File: config.mk
export PLATFORM = sky130hd
export DESIGN_NAME = ld_order_predictor
export DESIGN_NICKNAME = d
export VERILOG_FILES = /design/src/rtl/ld_order_predictor.sv
export SDC_FILE = /design/constraint.sdc
export NUM_CORES = 2
export LEC_CHECK = 0
export BUFFER_PORTS_ARGS = -buffer_cell sky130_fd_sc_hd__buf_2
export CAP_MARGIN = 20
export CORE_ASPECT_RATIO = 2
export CORE_MARGIN = 4
export CORE_UTILIZATION = 39
export DETAILED_ROUTE_END_ITERATION = 7
export GPL_ROUTABILITY_DRIVEN = 1
export SLEW_MARGIN = 20
export SYNTH_ARGS = -nofsm -noshare
export SYNTH_HDL_FRONTEND = slang
export SYNTH_SLANG_ARGS = --single-unit
File: constraint.sdc
create_clock -name clk -period 5.4 [get_ports clk]
set_clock_uncertainty 0.2 [all_clocks]
set_input_delay 1.08 -clock clk [delete_from_list [all_inputs] [get_ports clk]]
set_output_delay 1.08 -clock clk [all_outputs]
set_load 0.005 [all_outputs]
File: src/rtl/ld_order_predictor.sv
module ld_order_predictor #(
  parameter int IDX_LSB    = 2,
  parameter int IDX_W      = 10,
  parameter int CLR_PERIOD = 16384
) (
  input  logic             clk,
  input  logic             rst_n,
  input  logic [IDX_W-1:0] lk_idx,
  output logic             lk_wait,
  input  logic             viol_valid,
  input  logic [IDX_W-1:0] viol_idx
);
  localparam int DEPTH = 1 << IDX_W;
  localparam int CNT_W = $clog2(CLR_PERIOD + 1);

  logic [DEPTH-1:0] wbits;
  logic [CNT_W-1:0] cnt;
  logic             sweep;
  logic [DEPTH-1:0] set_mask;

  assign sweep    = (cnt == CNT_W'(CLR_PERIOD - 1));
  assign set_mask = viol_valid ? (DEPTH'(1) << viol_idx) : '0;
  assign lk_wait  = wbits[lk_idx] | (viol_valid & (viol_idx == lk_idx));

  always_ff @(posedge clk) begin
    if (!rst_n) begin
      wbits <= '0;
      cnt   <= '0;
    end else begin
      cnt   <= sweep ? '0 : cnt + 1'b1;
      wbits <= (sweep ? '0 : wbits) | set_mask;
    end
  end
endmodule


; ---- Yosys cells after proc, flatten, opt, wreduce, memory -nomap -nowiden
; Cells that the tools add are included.
[word_totals]
wordCells = 16
reg_bits = 1039
inputBits = 23
[classes]
n_reduce_logical = 1
eq_ne = 2
bitwise = 4
mux = 4
n_addsub = 1
n_shift = 1
order_cmp = 1
[ops]
columns = cell, n
row1 = 1024-bit 2-to-1 mux, 2
row2 = 1024-bit bitwise OR, 1
row3 = "1-bit by 10-bit << shifter with 1024-bit output, first input constant", 1
row4 = "15-bit by 1-bit adder with 15-bit output, second input constant", 1
row5 = "15-bit by 14-bit equality test with 1-bit output, second input constant", 1
row6 = "10-bit by 11-bit < comparator with 1-bit output, second input constant", 1
row7 = 1-bit binary-select mux with 10-bit select, 1
row8 = 10-bit equality test, 1
row9 = 2-bit OR reduction, 1
row10 = 1-bit AND, 1
row11 = 1-bit 2-to-1 mux, 1
row12 = 1-bit inverter, 1
row13 = 1-bit bitwise OR, 1

; ---- Longest topological paths before layout
[logic_depth]
ltp_word = 3
mapped_depth = 13

; ---- Worst setup path after synthesis
; Ideal clock, no wire load.
[synth_timing]
path_kind = input to output
start = input port lk_idx[0]
end = output port lk_wait
t_arrival_ns = 3.542
path_buffers = 4
path_stages = 10
t_required_ns = 4.120
setup_slack_ns = 0.578
path_cell_list = buf_6 buf_2 buf_6 buf_2 mux4_2 o22ai_1 nor3_1 o311ai_0 a31oi_1 or4b_1
[synth_between]
elab_chain_cells = 3
[synth_rtl]
columns = element, line_no
row1 = start: declaration, 8  ; input logic [IDX_W-1:0] lk_idx,
row2 = 1-bit binary-select mux with 10-bit select / 10-bit equality test (equally long branches), 23  ; assign lk_wait = wbits[lk_idx] | (viol_valid & (viol_idx == lk_idx));
row3 = 1-bit 2-to-1 mux (implied by the code) / 1-bit AND (equally long branches), 23
row4 = 1-bit bitwise OR (*), 23
row5 = end: declaration, 9  ; output logic lk_wait,
; Every way passes the cells marked *; elsewhere a longest branch is shown, timed or not. The select of a mux whose other input is x is not followed.

; ---- Worst setup path after layout
[layout_timing]
start = input port lk_idx[3]
end = output port lk_wait
; Same word-level chain as after synthesis.

==> metrics.cfg <==
[setup_path]
startpoint_type = input pin
crit_arrival_ns = 4.16
crit_fanout = 12
worst_setup_path_end_kind = primary output
required_ns = 4.12
critPathKind = in2out

[power]
power_uw = 15400
p_leak_uw = 0.0171
pwr_density_cell_nw_per_um2 = 326
ir_worst_vdd_mv = 0.344

[routing]
vias_per_cell = 6.33
ant_nets = 0
drtIter0Drc = 3277
drc = 0
drtPass1Iterations = 6
post_drt_wl_per_cell_um = 31.2
wl_um = 165000
via_count = 33540

[clock_tree]
clock_latency_ns = 0.70
cts_made_buffers = 90
cts_tree = yes
htreeDepth = 3
clockBufferDepth = 3
postCtsHoldBufs = 0
cts_sinks = 1039
cts-root-buf = clkbuf_16
clkTransAtPathRegs_ns = 0.06

[timing]
layout_setup_ws_ns = -0.0447
setup_viol = 1
finalCriticalPeriod_ns = 5.44
hold_viol_final = 0
whs_ns = 0.249
tightest_slew_ns = 1.17
slew_violations = 0
period_share_pct = 101
clock.fmax_mhz = 184
max_slew_margin_pct = 22.0

[logic_synthesis]
ys.flop_type = dfxtp_1
ys_types = 62
yosysWarnings = 0
syn-num-nets = 3818
seq_area_frac_synth_pct = 51.0
synth-seq-cells = 1039
syn_avg_cell_area_um2 = 10.8
yosysTopAreaCell = dfxtp_1
ys_top_cells_by_area = dfxtp_1, mux4_2, a22o_1, o21ai_0, nand2_1
yosysMostFrequentCell = dfxtp_1
synthCells = 3794
yosysTopAreaCellShare_pct = 51.0
synth_area_um2 = 40800
ys_async_sr_fraction_pct = 0
ys_top_cells_by_count = dfxtp_1, nand2_1, a22o_1
synth_edf_count = 0

[layout]
layout.cells.non_filler = 5295
n_fill_cell = 9672
area_delta_synth_final_pct = 15.8
final_util_pct = 45.5
drive_gt1_share_pct = 19.0
nNetsFinal = 3885

[place]
port_buffers = 23
placed_cells = 5108
place.gp.congestion = 0.973
dp_hpwl_um = 113000
dpl_worst_slack_ns = -0.631

[floorplanning]
io_pins = 24
die_h_um = 466
design.die.area_um2 = 110000
rows = 167
initial_utilization_pct = 39.3
core_area_um2 = 104000
die_w_um = 237

[run_status]
status = finished with violations
violations = setup timing

[global_route]
antenna_found_initial = 7
grt_pass1_wl_um = 236000
grt-ovfl-total = 0
grt_max_degree = 133
gr-usage-all-layers_pct = 29.0
grt_pass1_vias = 33063

[flow_run]
timing.max_cap.violations = 0

[hold_path]
hold_class = reg2reg

-- report_power, final --
| group | internal (uW) | switching, uW |
|---|---|---|
| Sequential | 7660 | 4.73 |
| Clock | 3650 | 3080 |
| Combinational | 304 | 703 |
| Total | 11600 | 3790 |
-- flip-flops by register name, indices dropped and copies added, names as in the netlist --
signal	flops
wbits	1024
cnt	15
-- cells by family (layout without fill, tap and decap cells) --
family	count (synthesis)	after routing	share of synthesized area, %
compound gates	1181	1181	20.7
flops	1039	1039	51.0
simple gates	877	877	8.89
other cells	0	9	0
fa+ha+maj	1	1	0.0306
buf+inv	342	482	3.61
xor+xnor	22	22	0.472
mux	332	332	15.4
-- worst max-delay path: stages --
cell and delay (ns):
buf_2 0.28, buf_12 0.21, inv_2 0.05, buf_4 0.18
buf_4 0.19, nor2_4 0.33, o221ai_1 0.21, a221oi_2 0.41
buf_4 0.19, a2111oi_1 0.05, a21oi_1 0.17, a221oi_1 0.11
or4b_4 0.54, buf_2 0.16
-- placed cells by master, fill, tap and decap left out, types with 10 or more instances in the layout --
cell       netlist  final
a21oi_1         23     22
a22o_1         580    580
a22oi_1         18     17
and2_1          13     13
and3_1          11     10
buf_12           0     41
buf_2           36     22
buf_4           13    235
clkbuf_1       251     16
clkbuf_16        0     94
clkbuf_8         0     21
clkinv_2         0     19
dfxtp_1       1039   1039
mux2i_1         91     89
mux4_2         235    235
nand2_1        585    584
nand2b_1        21     21
nand3_1         28     28
nor2_1         133    118
nor2b_1         14     13
nor3_1          39     33
o21ai_0        456    454
o221ai_1        23     23
o22ai_1         18     18
xnor2_1         17     17
-- cell type report --
class	instances	area, um^2	area share [%]
Antenna cell	9	22.5	0.0477
Clock buffer	128	2630	5.56
Clock inverter	37	373	0.789
Inverter	7	26.3	0.0556
Multi-Input combinational cell	2413	18700	39.7
Sequential cell	1039	20800	44.0
Tap cell	1352	1690	3.58
Timing Repair Buffer	310	2970	6.28
-- path summary, 6_finish.rpt --
path	slack (ns)	endpoint	start	cells past startpoint
max reg2reg	2.11	wbits[303]$_SDFF_PN0_	cnt[0]$_SDFF_PP0_	8
min	0.25	wbits[696]$_SDFF_PN0_	wbits[696]$_SDFF_PN0_	2
max	-0.04	lk_wait	lk_idx[3]	14
min reg2reg	0.25	wbits[696]$_SDFF_PN0_	wbits[696]$_SDFF_PN0_	2
-- what timing repair did --
| item | in CTS | in global routing |
|---|---|---|
| endpoints found under the setup margin | 1 | 1 |
| resized for setup | 19 | 14 |
| buffers inserted | 0 | 9 |
| gates cloned | 1 | 3 |
| pin swaps | 0 | 3 |
-- through the flow --
| step | setup TNS, ns | cell area [um^2] |
|---|---|---|
| after global placement | -0.616 | 43900 |
| after detailed placement | -0.631 | 43900 |
| after global routing | -0.000355 | 47200 |
| after floorplan | 0 | 40800 |
| final | -0.0447 | 47300 |
| after CTS | 0 | 47000 |
-- metal layers --
layer  vias to the layer above  wire, um  part of all wire, %  track usage, %
met5                         -        11               0.0066               0
met4                         2     18400                   11            26.6
met1                     16875     56700                   34            31.4
met2                      1724     78300                   47            47.3
li1                      14254         -                    -               -
met3                       685     12100                  7.3            5.92
Note: power is estimated with default switching activity, not from simulation.
